<file path="src/rtl/csa_tree_pkg.sv">
package csa_tree_pkg;

    // Vectors left after one 3:2 layer acting on n vectors
    function automatic int next_count(input int n);
        return (n / 3) * 2 + (n % 3);
    endfunction

    // Number of layers needed to bring m vectors down to at most two
    function automatic int layer_total(input int m);
        int n;
        int r;
        n = m;
        r = 0;
        while (n > 2) begin
            n = next_count(n);
            r = r + 1;
        end
        return r;
    endfunction

    // Vectors present at the input of layer r
    function automatic int count_at(input int m, input int r);
        int n;
        n = m;
        for (int i = 0; i < r; i++) n = next_count(n);
        return n;
    endfunction

    // Starting slot of layer r inside the flat lane bus
    function automatic int slot_at(input int m, input int r);
        int o;
        o = 0;
        for (int i = 0; i < r; i++) o = o + count_at(m, i);
        return o;
    endfunction

endpackage

</file>
<file path="src/rtl/csa_compress.sv">
module csa_compress #(
    parameter int W = 12
) (
    input  logic [W-1:0] a,
    input  logic [W-1:0] b,
    input  logic [W-1:0] c,
    output logic [W-1:0] u,
    output logic [W-1:0] v
);
    logic [W-2:0] maj;

    assign u   = a ^ b ^ c;
    assign maj = (a[W-2:0] & b[W-2:0]) | (a[W-2:0] & c[W-2:0]) | (b[W-2:0] & c[W-2:0]);
    assign v   = {maj, 1'b0};

    always_comb begin

        sum_keep_chk: assert (({2'b00, a} + {2'b00, b} + {2'b00, c}) == ({2'b00, u} + {2'b00, v}))
            else $error("compressor lost value");
    end
endmodule

</file>
<file path="src/rtl/csa_layer.sv">
module csa_layer #(
    parameter int W     = 12,
    parameter int N_IN  = 9,
    parameter int N_OUT = 6
) (
    input  logic [N_IN*W-1:0]  src,
    output logic [N_OUT*W-1:0] dst
);
    localparam int GROUPS = N_IN / 3;
    localparam int SPARE  = N_IN % 3;
    localparam int SW     = W + 8;

    for (genvar g = 0; g < GROUPS; g++) begin : g_grp
        csa_compress #(.W(W)) u_cmp (
            .a (src[(3*g+0)*W +: W]),
            .b (src[(3*g+1)*W +: W]),
            .c (src[(3*g+2)*W +: W]),
            .u (dst[(2*g+0)*W +: W]),
            .v (dst[(2*g+1)*W +: W])
        );
    end

    for (genvar k = 0; k < SPARE; k++) begin : g_pass
        assign dst[(2*GROUPS+k)*W +: W] = src[(3*GROUPS+k)*W +: W];
    end

    logic [SW-1:0] tot_in;
    logic [SW-1:0] tot_out;

    always_comb begin
        tot_in  = '0;
        tot_out = '0;
        for (int i = 0; i < N_IN; i++)  tot_in  = tot_in  + {{(SW-W){1'b0}}, src[i*W +: W]};
        for (int i = 0; i < N_OUT; i++) tot_out = tot_out + {{(SW-W){1'b0}}, dst[i*W +: W]};

        layer_sum_chk: assert (tot_in == tot_out)
            else $error("layer changed the running total");
    end
endmodule

</file>
<file path="src/rtl/cla_flat_add.sv">
module cla_flat_add #(
    parameter int W = 12
) (
    input  logic [W-1:0] x,
    input  logic [W-1:0] y,
    output logic [W-1:0] s
);
    logic [W-2:0] gen;
    logic [W-2:0] prp;
    logic [W-2:0] cy;

    assign gen = x[W-2:0] & y[W-2:0];
    assign prp = x[W-2:0] | y[W-2:0];

    always_comb begin
        logic term;
        for (int i = 0; i < W-1; i++) begin
            cy[i] = 1'b0;
            for (int j = 0; j <= i; j++) begin
                term = gen[j];
                for (int k = j + 1; k <= i; k++) term = term & prp[k];
                cy[i] = cy[i] | term;
            end
        end
    end

    always_comb begin
        s[0] = x[0] ^ y[0];
        for (int i = 1; i < W; i++) s[i] = x[i] ^ y[i] ^ cy[i-1];
    end

    logic [W:0] wide;
    assign wide = {1'b0, x} + {1'b0, y};

    always_comb begin

        carry_base_chk: assert (cy[0] == gen[0]) else $error("carry 0 wrong");
        for (int i = 1; i < W-1; i++) begin

            ripple_agree_chk: assert (cy[i] == (gen[i] | (prp[i] & cy[i-1])))
                else $error("flat carry disagrees with recurrence");
        end

        no_overflow_chk: assert (wide[W] == 1'b0) else $error("final sum overflows");

        add_exact_chk: assert (s == wide[W-1:0]) else $error("final adder wrong");
    end
endmodule

</file>
<file path="src/rtl/csa_tree_sum.sv">
module csa_tree_sum
    import csa_tree_pkg::*;
#(
    parameter int NUM_OPS = 9,
    parameter int OP_W    = 8
) (
    input  logic [NUM_OPS*OP_W-1:0]          ops_flat,
    output logic [OP_W+$clog2(NUM_OPS)-1:0] sum_out
);
    localparam int SUM_W = OP_W + $clog2(NUM_OPS);

    if (NUM_OPS == 1) begin : g_single
        // one operand passes straight through
        assign sum_out = ops_flat;
    end else begin : g_tree
        localparam int LAYERS = layer_total(NUM_OPS);
        localparam int SLOTS  = slot_at(NUM_OPS, LAYERS) + 2;
        localparam int LAST   = slot_at(NUM_OPS, LAYERS);

        logic [SLOTS*SUM_W-1:0] lanes;

        for (genvar k = 0; k < NUM_OPS; k++) begin : g_ext
            assign lanes[k*SUM_W +: SUM_W] = {{(SUM_W-OP_W){1'b0}}, ops_flat[k*OP_W +: OP_W]};
        end

        for (genvar r = 0; r < LAYERS; r++) begin : g_layer
            localparam int NI = count_at(NUM_OPS, r);
            localparam int NO = count_at(NUM_OPS, r + 1);
            localparam int SI = slot_at(NUM_OPS, r);
            localparam int SO = slot_at(NUM_OPS, r + 1);
            csa_layer #(.W(SUM_W), .N_IN(NI), .N_OUT(NO)) u_layer (
                .src (lanes[SI*SUM_W +: NI*SUM_W]),
                .dst (lanes[SO*SUM_W +: NO*SUM_W])
            );
        end

        cla_flat_add #(.W(SUM_W)) u_final (
            .x (lanes[LAST*SUM_W +: SUM_W]),
            .y (lanes[(LAST+1)*SUM_W +: SUM_W]),
            .s (sum_out)
        );
    end
endmodule

</file>
<file path="config.mk">
export PLATFORM = sky130hd
export DESIGN_NAME = csa_tree_sum
export DESIGN_NICKNAME = d
export VERILOG_FILES = /design/src/rtl/csa_tree_pkg.sv /design/src/rtl/csa_compress.sv /design/src/rtl/csa_layer.sv /design/src/rtl/cla_flat_add.sv /design/src/rtl/csa_tree_sum.sv
export SDC_FILE = /design/constraint.sdc
export NUM_CORES = 1
export LEC_CHECK = 0
export ABC_AREA = 1
export BUFFER_PORTS_ARGS = -buffer_cell sky130_fd_sc_hd__buf_2
export CAP_MARGIN = 0
export CORE_MARGIN = 1
export CORE_UTILIZATION = 50
export DETAILED_ROUTE_END_ITERATION = 12
export PLACE_DENSITY_LB_ADDON = 0.1
export SLEW_MARGIN = 20
export SYNTH_ARGS = -nofsm -noshare
export SYNTH_HDL_FRONTEND = slang
export SYNTH_SLANG_ARGS = --single-unit
</file>
<file path="constraint.sdc">
create_clock -name vclk -period 4.8
set_input_delay 0.72 -clock vclk [all_inputs]
set_output_delay 0.72 -clock vclk [all_outputs]
set_load 0.005 [all_outputs]
</file>
* Word level (Yosys, flattened, before mapping)
Index checks and enable logic that the tools add are counted.
Cells by class: bitwise operators 183
Operators by type and width (number):
- $and 11x11->11 | 8
- $or 11x11->11 | 8
- $and 8x8->8 | 9
- $xor 12x12->12 | 5
- $and 1x1->1 | 55
- $or 1x1->1 | 55
- $or 8x8->8 | 6
- $xor 12x8->12 | 3
- $xor 12x9->12 | 2
- $xor 8x8->8 | 3
- $and 11x9->11 | 2
- $and 9x11->11 | 2
- $xor 1x1->1 | 22
- $xor 9x12->12 | 1
- $or 11x9->11 | 1
- $and 9x9->9 | 1
Storage, ports and cells: register bits 0, output and inout bits 12, logic and storage cells 183

* Logic depth before layout (Yosys ltp)
Gate-level depths: netlist of the first run.
word-level depth 34, depth in mapped cells 23, gate-level depth less buffers 23

* Cells and area by module
From an unflattened synthesis of the first run, not the netlist that was laid out.
Unflattened totals: cell total of the unflattened synthesis 260, area, all modules 2630.0 µm²
By module, submodules not included:
- csa_compress | instances 7, cells an instance 22, area each 266.5 µm², sequential area each 0.0 µm²
- cla_flat_add | instances 1, cells an instance 93, area each 670.6 µm², sequential area each 0.0 µm²
- csa_layer (g_tree.g_layer[2].u_layer) | instances 1, cells an instance 12, area each 90.1 µm², sequential area each 0.0 µm²
- csa_tree_sum | instances 1, cells an instance 1, area each 3.8 µm², sequential area each 0.0 µm²

* Worst setup path before layout of the first run
No wires, ideal clock.
kind input -> output, start input port ops_flat[3], end output port sum_out[10], arrival time 3.812 ns, data required time 4.080 ns, slack 0.268 ns, cell stages on the path 19, path buffers 0, path through inv_1 -> fa_1 -> fa_1 -> fa_1 -> fa_1 -> inv_1 -> ha_1 -> nor2_1 -> nand2_1 -> nand3_2 -> nand2_2 -> nand2_2 -> nand2_4 -> nand2_2 -> nand2_2 -> nand3_2 -> nand2_1 -> nand2_1 -> nand2_1
On the way: word-level cells in the longest chain between the ends 26
RTL lines:
- start: declaration | line csa_tree_sum.sv:7 | input logic [NUM_OPS*OP_W-1:0] ops_flat,
- $xor 8x8->8 or $and 8x8->8 (tied branches) | line csa_compress.sv:12, csa_compress.sv:13
- $xor 12x8->12 or $or 8x8->8 (tied branches) | line csa_compress.sv:12, csa_compress.sv:13
- $xor 12x9->12, or another cell as far along | line csa_compress.sv:12 | assign u = a ^ b ^ c;
- $xor 12x12->12, or another cell as far along (5 in series) | line csa_compress.sv:12
- $or 11x11->11, or another cell as far along | line cla_flat_add.sv:13 | assign prp = x[W-2:0] | y[W-2:0];
- $and 1x1->1, or another cell as far along (3 in series) | line cla_flat_add.sv:21 | for (int k = j + 1; k <= i; k++) term = term & prp[k];
- $and 1x1->1 or $or 11x11->11 (tied branches) | line cla_flat_add.sv:21, cla_flat_add.sv:13
- $and 1x1->1 (3 in series) | line cla_flat_add.sv:21
- $or 1x1->1 (6 in series) | line cla_flat_add.sv:22 | cy[i] = cy[i] | term;
- $or 1x1->1 (*) (3 in series) | line cla_flat_add.sv:22
- $xor 1x1->1 (*) | line cla_flat_add.sv:29 | for (int i = 1; i < W; i++) s[i] = x[i] ^ y[i] ^ cy[i-1];
- end: declaration | line csa_tree_sum.sv:8 | output logic [OP_W+$clog2(NUM_OPS)-1:0] sum_out
Mark *: on every way between the ends. The rest lies on a longest branch, timed or not.

* Worst setup path after layout of the first run
start input port ops_flat[42], end output port sum_out[11]
On the way: word-level cells in the longest chain between the ends 29
RTL lines:
- $and 8x8->8 | line csa_compress.sv:13 | assign maj = (a[W-2:0] & b[W-2:0]) | (a[W-2:0] & c[W-2:0]) | (b[W-2:0] & c[W-2:0]);
- $or 8x8->8 (2 in series) | line csa_compress.sv:13
- $xor 9x12->12 | line csa_compress.sv:12
- $xor 12x9->12 | line csa_compress.sv:12
- $and 11x11->11 | line csa_compress.sv:13
- $or 11x11->11 (2 in series) | line csa_compress.sv:13
- $xor 12x12->12 or $and 11x11->11 (tied branches) | line csa_compress.sv:12, csa_compress.sv:13
- $xor 12x12->12 or $or 11x11->11 (tied branches) | line csa_compress.sv:12, csa_compress.sv:13
- $or 11x11->11 (on tied branches) | line cla_flat_add.sv:13, csa_compress.sv:13
- $and 1x1->1 or $or 11x11->11 (tied branches) | line cla_flat_add.sv:21, cla_flat_add.sv:13
- $and 1x1->1 (6 in series) | line cla_flat_add.sv:21
- $or 1x1->1 (4 in series) | line cla_flat_add.sv:22
- $or 1x1->1 (*) (6 in series) | line cla_flat_add.sv:22
- $xor 1x1->1 (*) | line cla_flat_add.sv:29
Marks and branches as above.

==> PnR_summary.wiki, run 1 <==
{| class="wikitable"
! Metric !! Value
|-
| Count of synthesis-stage warnings from yosys || 0
|-
| Number of maximum-capacitance constraint violations || 0
|-
| Crit path DAT || 4.06 ns
|-
| Fraction of the mapped netlist area in adder cells || 72.3%
|-
| Vias after detailed routing || 1399
|-
| Type of element capturing the critical path || output pin
|-
| Combinational family with the most area after synthesis || adder cells
|-
| Largest net degree at the start of global routing || 4
|-
| Antenna-violating nets left || 0
|-
| Post-synthesis share of cell area spent on and, or, nand and nor gates || 5.57%
|-
| Leak Pwr || 0.00145 µW
|-
| Routability congestion estimate from global placement || 0.696
|-
| Worst setup path category || input port to output pin
|-
| Final worst-path cycle share || 99.6%
|-
| CP Data Required Time || 4.08 ns
|-
| Clock buffer cells || 0
|-
| Overall routed net length || 2860 µm
|-
| HPWL Detailed || 2760 µm
|-
| Total chip power || 1760 µW
|-
| Synth-to-Final Area Change || 33.6%
|-
| Multi-input gate area || 1590 µm²
|-
| Seq/Total Area, Yosys || 0%
|-
| Net count after synthesis || 339
|-
| Post-Syn Instances || 193
|-
| Power per unit of standard cell area || 715 nW/µm²
|-
| Xor-xnor portion of the synthesized cell area || 2.85%
|-
| Io pins || 84
|-
| Die Span Y || 62.7 µm
|-
| Finished layout cell area || 2460 µm²
|-
| Number of global-route vias before repair || 1476
|-
| Fraction of synthesized area in multiplexers || 0%
|-
| Fraction of final layout cells with drive strength greater than 1 || 41.8%
|-
| Finish-stage setup viols || 0
|-
| Cell area after placement || 2340 µm²
|-
| Achievable clock frequency || 209 MHz
|-
| Global-route wire length before repair || 5410 µm
|-
| Number of diodes || 0
|-
| Sequential cell area || 0 µm²
|-
| Number of distinct library cells after synthesis || 12
|-
| Post-Place Worst Slack || -0.0207 ns
|-
| Final worst-path setup slack || 0.0177 ns
|-
| Peak supply drop || 0.000544 V
|-
| Effective utilization at floorplan || 53.5%
|-
| Final min period || 4.78 ns
|-
| Post-layout utilization of the core || 71.5%
|-
| GR Util All Layers || 16.5%
|-
| Final count of pins violating max slew || 0
|-
| DRC violations left || 0
|-
| Area fraction in compound gates after synthesis || 0.543%
|-
| Core region area || 3440 µm²
|-
| Antenna violations before repair || 0
|-
| Die boundary width || 62.7 µm
|-
| Die Footprint || 3930 µm²
|-
| Initial DRC count || 5
|-
| Std-Cell Rows || 21
|-
| Count of filler cells inserted in the layout || 271
|-
| Slew of the pin with the lowest slew margin || 0.188 ns
|-
| Overflow left after global routing || 0
|-
| Routed wire length per instance || 8.72 µm
|-
| Normalized max-slew margin || 87.4%
|-
| Buffers added on ports || 84
|-
| Sequential cell count || 0
|-
| Worst hold path class || input port to output pin
|-
| Setup repair after global routing missed its margin || true
|-
| Detailed-routing iteration count for the pre-antenna-repair pass || 3
|-
| Sort of element at the start of the critical path || input port
|-
| Synthesized cell area || 1840 µm²
|-
| Hold violation total from the final report || 0
|-
| Vias per cell || 4.27
|-
| Mean cell area of the mapped netlist || 9.54 µm²
|-
| Number of nets in the final layout || 430
|-
| CP Max Fanout || 3
|-
| Status || finished clean
|}
where the power goes:
group          total, µW  switching (µW)  internal [µW]  leakage (µW)
Sequential             0               0              0             0
Clock                  0               0              0             0
Combinational       1760             877            882       0.00145
final cells by class:
class,count,area share (%)
repair buffers,89,19.1
inverters,92,14.0
well taps,46,2.34
multi-input cells,101,64.5
cells in the final DEF, fill, tap and decap left out, types with 2 or more instances in the layout:
| cell type | Yosys | final |
|---|---|---|
| ha_1 | 20 | 16 |
| buf_4 | 0 | 5 |
| inv_2 | 0 | 5 |
| xnor2_1 | 4 | 3 |
| buf_2 | 0 | 82 |
| nand2_1 | 9 | 4 |
| fa_1 | 54 | 51 |
| nand2_2 | 4 | 7 |
| inv_1 | 92 | 87 |
| ha_2 | 0 | 3 |
| nand2_4 | 1 | 3 |
| fa_2 | 0 | 3 |
| buf_6 | 0 | 2 |
critical path, cell delays in order:
cell and delay (ns):
buf_2 0.11, fa_1 0.54, inv_1 0.05, fa_1 0.47, fa_2 0.59, inv_2 0.04, fa_2 0.54, ha_4 0.14
nand2_2 0.05, nand2_2 0.07, nand3_2 0.07, nand2_2 0.07, nand2_2 0.06, nand2_4 0.09, nand2_4 0.05, nand2_4 0.07
nand3_4 0.08, a21oi_2 0.14, buf_2 0.12
metrics by stage:
step | setup TNS, ns | hold slack [ns] | cells
6_report | 0 | 1.88 | 328
5_1_grt | -0.710 | 1.92 | 328
4_1_cts | 0 | 1.88 | 327
3_5_place_dp | -0.0451 | 1.88 | 326
3_3_place_gp | 0 | 1.88 | 326
2_1_floorplan | 0 | 1.70 | 193
routing by layer:
metal | global-route usage (%) | up-vias | routed length, µm
li1 | - | 681 | -
met1 | 18.7 | 672 | 1060
met2 | 35.3 | 46 | 1660
met3 | 0.365 | 0 | 134
met4 | 0 | 0 | 0
met5 | 0 | - | 0
synthesized netlist by cell type:
library cell   n  area (µm²)
inv_1         92         345
fa_1          54        1080
ha_1          20         250
nand2_1        9        33.8
nand2_2        4        25.0
xnor2_1        4        35.0
a21oi_1        2        10.0
nand3_2        2        20.0
nor2_1         2        7.51
xor2_1         2        17.5
nand2_4        1        11.3
nand3_1        1        5.00
repair_timing:
action                     in CTS  in global routing
buffers inserted                1                  2
setup endpoints to repair       3                  7
pin swaps                       7                 22
gates resized for setup         4                 25
hold buffers                    0                  0
worst paths after layout:
path / slack [ns] / startpoint / depth (start not counted) / to
setup / recovery: 0.02 / ops_flat[42] / 19 / sum_out[11]
hold / removal: 1.88 / ops_flat[64] / 4 / sum_out[0]
logic make-up after synthesis:
| logic type | count (synthesis) |
|---|---|
| adder cells (fa/ha/maj) | 74 |
| AO/OA/AOI/OAI | 2 |
| buffers and inverters | 92 |
| AND/OR/NAND/NOR | 19 |
| XOR/XNOR | 6 |
Power figures use the tool's default switching activity.
==> inputs of run 2 (changes only) <==
--- a/config.mk
+++ b/config.mk
@@ -8,8 +8,10 @@
 export ABC_AREA = 1
 export BUFFER_PORTS_ARGS = -buffer_cell sky130_fd_sc_hd__buf_2
 export CAP_MARGIN = 0
+export CELL_PAD_IN_SITES_DETAIL_PLACEMENT = 1
+export CELL_PAD_IN_SITES_GLOBAL_PLACEMENT = 1
 export CORE_MARGIN = 1
-export CORE_UTILIZATION = 50
+export CORE_UTILIZATION = 36
 export DETAILED_ROUTE_END_ITERATION = 12
 export PLACE_DENSITY_LB_ADDON = 0.1
 export SLEW_MARGIN = 20
==> run 2 against run 1 <==
Net effect:
- the run now ends with negative setup slack left
- via count increased by 3.9%
- wire length is 35% higher
- cell area is 4.0% higher
- critical path type unchanged
- global-route usage shrank 0.35 points
- fmax fell by 0.63%
- worst hold slack improved by 0.017 ns
- largest power group unchanged
- non-clock buffer count up 7
- critical path depth increased by 2
- clock-buffer cell count is the same
- utilization fell by 18 points
- highest routed layer is now met4
==> PnR_summary.wiki, run 2 (synthesis gave the netlist of run 1 again) <==
{| class="wikitable"
! Metric !! Value
|-
| Status || finished, violations left
|-
| Violations in the final reports || negative setup slack
|-
| Initial DRC count || 20
|-
| Number of diodes || 0
|-
| CP peak stage delay || 0.64 ns
|-
| Final count of pins violating max slew || 0
|-
| GR Util All Layers || 16.1%
|-
| Met1 Routed Length || 1280 µm
|-
| Global-route wire length before repair || 6780 µm
|-
| Io pins || 84
|-
| Normalized max-slew margin || 89.0%
|-
| Effective utilization at floorplan || 38.2%
|-
| Final worst-path cycle share || 100%
|-
| Worst setup path category || input port to output pin
|-
| Met2 layer wire length in the routed design || 2390 µm
|-
| Count of filler cells inserted in the layout || 594
|-
| Worst path most repeated cell || nand2_2
|-
| Cell area after placement || 2380 µm²
|-
| Top Metal Used || met4
|-
| Achievable clock frequency || 208 MHz
|-
| Worst hold path class || input port to output pin
|-
| Cell with the largest stage delay on the worst path || fa_1
|-
| Setup repair after global routing missed its margin || true
|-
| Buffers added on ports || 84
|-
| Finished layout cell area || 2560 µm²
|-
| Sort of element at the start of the critical path || input port
|-
| Largest net degree at the start of global routing || 4
|-
| Synth-to-Final Area Change || 38.9%
|-
| Routed wire length per instance || 10.9 µm
|-
| Die Footprint || 5410 µm²
|-
| Die Span Y || 73.5 µm
|-
| Sequential cell area || 0 µm²
|-
| Power per unit of standard cell area || 741 nW/µm²
|-
| Final min period || 4.81 ns
|-
| Top library cells by usage in the layout, fill and taps aside || inv_1, buf_2, fa_1
|-
| Antenna violations before repair || 0
|-
| Detailed-routing iteration count for the pre-antenna-repair pass || 3
|-
| Std-Cell Rows || 25
|-
| Peak supply drop || 0.000602 V
|-
| Hold violation total from the final report || 0
|-
| Vias after detailed routing || 1453
|-
| Post-Place Worst Slack || -0.0825 ns
|-
| Cell-by-cell listing of the critical path || buf_6, fa_1, inv_1, fa_1, fa_1, fa_1, inv_2, ha_4, nor2_4, nand2_2, nand3_2, nand2_2, nand2_2, nand2_4, nand2_2, nand2_2, nand3_2, nand2_1, nand2_1, nand2_1, buf_2
|-
| Core region area || 4820 µm²
|-
| Leak Pwr || 0.00150 µW
|-
| Number of nets in the final layout || 437
|-
| HPWL Detailed || 3700 µm
|-
| Post-layout utilization of the core || 53.1%
|-
| Fraction of final layout cells with drive strength greater than 1 || 43.3%
|-
| Commonest non-fill, non-tap cell in the layout || inv_1
|-
| Finish-stage setup viols || 2
|-
| Die boundary width || 73.5 µm
|-
| WL met3 || 187 µm
|-
| Hold slack final || 1.90 ns
|-
| Routability congestion estimate from global placement || 0.669
|-
| CP Max Fanout || 3
|-
| Vias per cell || 4.08
|-
| Number of global-route vias before repair || 1683
|-
| Final worst-path setup slack || -0.0127 ns
|-
| Antenna-violating nets left || 0
|-
| Sequential cell count || 0
|-
| Crit path DAT || 4.09 ns
|-
| Slew of the pin with the lowest slew margin || 0.165 ns
|-
| Post-CTS Hold Buffers || 0
|-
| CP Data Required Time || 4.08 ns
|-
| Overflow left after global routing || 0
|-
| DRC violations left || 0
|-
| Overall routed net length || 3870 µm
|-
| Total chip power || 1900 µW
|-
| Type of element capturing the critical path || output pin
|-
| Number of maximum-capacitance constraint violations || 0
|-
| Clock buffer cells || 0
|}
==> run 2: what timing repair did <==
action | in CTS | in global routing
gates cloned | 0 | 0
resized for setup | 15 | 19
pin swaps | 25 | 14
endpoints found under the setup margin | 5 | 9
setup buffers | 6 | 2
==> run 2: area by class of cell <==
cell class / instances / area, µm² / area share [%]
Tap cell: 67 / 83.8 / 3.28
Timing Repair Buffer: 96 / 558 / 21.8
Inverter: 92 / 345 / 13.5
Multi-Input combinational cell: 101 / 1570 / 61.4
==> run 2: routing by layer <==
metal  GRT usage, %  up-vias
met3          0.823        2
li1               -      696
met2           37.1       49
met4          0.641        0
met5              0        -
met1           15.7      706
==> run 2: power by group <==
group	total [µW]	switching (µW)	internal, µW
clock	0	0	0
sequential	0	0	0
combinational	1900	911	986
==> run 2: critical path, delay by kind of cell <==
family / cells / cell delay [ns]
buf+inv: 4 / 0.32
fa+ha+maj: 5 / 2.32
simple gates: 12 / 0.71
==> run 2: path summary, 6_finish.rpt <==
| kind | startpoint | endpoint | slack (ns) | cells after the start |
|---|---|---|---|---|
| hold / removal | ops_flat[64] | sum_out[0] | 1.90 | 4 |
| setup / recovery | ops_flat[27] | sum_out[10] | -0.01 | 21 |
==> run 2: metrics by stage <==
stage / TNS (ns) / instances
CTS: -0.0163 / 355
detailed placement: -0.319 / 349
floorplan: 0 / 193
finish: -0.0165 / 356
global route: -1.12 / 356
global placement: -0.137 / 349
==> inputs of run 3 (changes only) <==
--- a/config.mk
+++ b/config.mk
@@ -6,7 +6,7 @@
 export NUM_CORES = 1
 export LEC_CHECK = 0
 export ABC_AREA = 1
-export BUFFER_PORTS_ARGS = -buffer_cell sky130_fd_sc_hd__buf_2
+export BUFFER_PORTS_ARGS = -buffer_cell sky130_fd_sc_hd__buf_4
 export CAP_MARGIN = 0
 export CELL_PAD_IN_SITES_DETAIL_PLACEMENT = 1
 export CELL_PAD_IN_SITES_GLOBAL_PLACEMENT = 1
==> run 3 against run 2 <==
Net effect:
- worst hold slack lost 0.014 ns
- critical path depth is 4 lower
- worst setup slack improved by 0.0023 ns
- cell area increased by 5.4%
- non-clock buffer count is 3 lower
- via count grew 1.0%
- the run still ends with negative setup slack left
- die area did not move
- total power grew 3.6%
- first-iteration DRC count down 55%
- sequential share of layout area unchanged
- combinational power increased by 3%
==> PnR_summary.wiki, run 3 (synthesis gave the netlist of run 1 again) <==
{| class="wikitable"
! Metric !! Value
|-
| Status || finished, violations left
|-
| Violations in the final reports || negative setup slack
|-
| Antenna-violating nets left || 0
|-
| HPWL Detailed || 3860 µm
|-
| Crit path DAT || 4.09 ns
|-
| Commonest non-fill, non-tap cell in the layout || buf_4
|-
| Effective utilization at floorplan || 38.2%
|-
| Fraction of final layout cells with drive strength greater than 1 || 41.6%
|-
| Launching element of the worst setup path || ops_flat[44]
|-
| Final worst-path cycle share || 100%
|-
| Final count of pins violating max slew || 0
|-
| Antenna violations before repair || 0
|-
| Worst Hold Depth || 4
|-
| Detailed-routing iteration count for the pre-antenna-repair pass || 4
|-
| Sequential cell area || 0 µm²
|-
| Number of diodes || 0
|-
| Io pins || 84
|-
| Post-CTS Hold Buffers || 0
|-
| Final min period || 4.81 ns
|-
| CP Max Fanout || 2
|-
| Sequential cell count || 0
|-
| Overall routed net length || 3950 µm
|-
| Finished layout cell area || 2700 µm²
|-
| Die Span Y || 73.5 µm
|-
| Total chip power || 1960 µW
|-
| Worst setup path end || sum_out[5]
|-
| Top library cells by usage in the layout, fill and taps aside || buf_4, inv_1, fa_1
|-
| Power per unit of standard cell area || 728 nW/µm²
|-
| Number of maximum-capacitance constraint violations || 0
|-
| Leak Pwr || 0.00155 µW
|-
| Overflow left after global routing || 0
|-
| Routed wire length per instance || 11.2 µm
|-
| Finish-stage setup viols || 2
|-
| Vias after detailed routing || 1468
|-
| Post-layout utilization of the core || 56.0%
|-
| Count of filler cells inserted in the layout || 605
|-
| Number of global-route vias before repair || 1748
|-
| Buffers added on ports || 84
|-
| Vias per cell || 4.16
|-
| Synth-to-Final Area Change || 46.5%
|-
| Number of nets in the final layout || 434
|-
| Type of element capturing the critical path || output pin
|-
| Std-Cell Rows || 25
|-
| Clock buffer cells || 0
|-
| Normalized max-slew margin || 89.8%
|-
| Routability congestion estimate from global placement || 0.668
|-
| Cell area after placement || 2590 µm²
|-
| Largest net degree at the start of global routing || 4
|-
| Core region area || 4820 µm²
|-
| Achievable clock frequency || 208 MHz
|-
| Setup repair after global routing missed its margin || true
|-
| Final worst-path setup slack || -0.0104 ns
|-
| GR Util All Layers || 16.3%
|-
| Die boundary width || 73.5 µm
|-
| Sort of element at the start of the critical path || input port
|-
| Slew of the pin with the lowest slew margin || 0.152 ns
|-
| Initial DRC count || 9
|-
| DRC violations left || 0
|-
| Die Footprint || 5410 µm²
|-
| Worst hold path class || input port to output pin
|-
| Worst setup path category || input port to output pin
|-
| Peak supply drop || 0.000674 V
|-
| Global-route wire length before repair || 6890 µm
|-
| CP Data Required Time || 4.08 ns
|-
| Hold violation total from the final report || 0
|}
run 3: worst max-delay path, stage by stage:
cell and delay [ns]:
buf_6 0.09, fa_1 0.52, inv_1 0.05, fa_1 0.46
fa_1 0.58, inv_2 0.05, fa_1 0.49, ha_2 0.22
inv_2 0.05, nand2_2 0.05, buf_4 0.13, buf_4 0.12
buf_4 0.12, buf_4 0.12, nand2_1 0.09, xnor2_2 0.11
buf_4 0.13
run 3: per-stage QoR:
step / setup TNS (ns) / cells / hold slack [ns] / setup WS, ns
after floorplan: 0 / 193 / 1.70 / 0.268
after global placement: -0.247 / 349 / 1.88 / -0.0747
after detailed placement: -0.303 / 349 / 1.89 / -0.100
after CTS: -0.0584 / 353 / 1.89 / -0.0449
after global routing: -0.829 / 353 / 1.90 / -0.191
final: -0.0162 / 353 / 1.88 / -0.0104
run 3: worst min-delay path by stage:
stage,slack (ns),from,to
3_3_place_gp,1.88,ops_flat[64],sum_out[0]
2_1_floorplan,1.70,ops_flat[64],sum_out[0]
3_5_place_dp,1.89,ops_flat[64],sum_out[0]
5_1_grt,1.90,ops_flat[64],sum_out[0]
4_1_cts,1.89,ops_flat[64],sum_out[0]
6_report,1.88,ops_flat[64],sum_out[0]
run 3: power by group:
| group | internal, µW | total [µW] | switching (µW) |
|---|---|---|---|
| Combinational | 1080 | 1960 | 887 |
| Sequential | 0 | 0 | 0 |
| Clock | 0 | 0 | 0 |
| Total | 1080 | 1960 | 887 |
run 3: repair_timing:
item | CTS | global route
endpoints found under the setup margin | 5 | 9
buffers inserted | 4 | 1
gates resized for setup | 10 | 15
pin swaps | 24 | 16
endpoints found under the hold margin | 0 | 0
run 3: final cells by class:
| type | count | area (µm²) | area share [%] |
|---|---|---|---|
| Multi-Input combinational cell | 101 | 1550 | 57.4 |
| Timing Repair Buffer | 93 | 721 | 26.7 |
| Tap cell | 67 | 83.8 | 3.11 |
| Inverter | 92 | 345 | 12.8 |
run 3: routing by layer:
metal	wire length (µm)	track usage, %	share of wire (%)	vias to the layer above
met5	0	0	0	-
met4	0	0	0	0
met3	212	1.10	5.4	0
met2	2520	37.2	64	47
met1	1220	16.2	31	732
li1	-	-	-	689
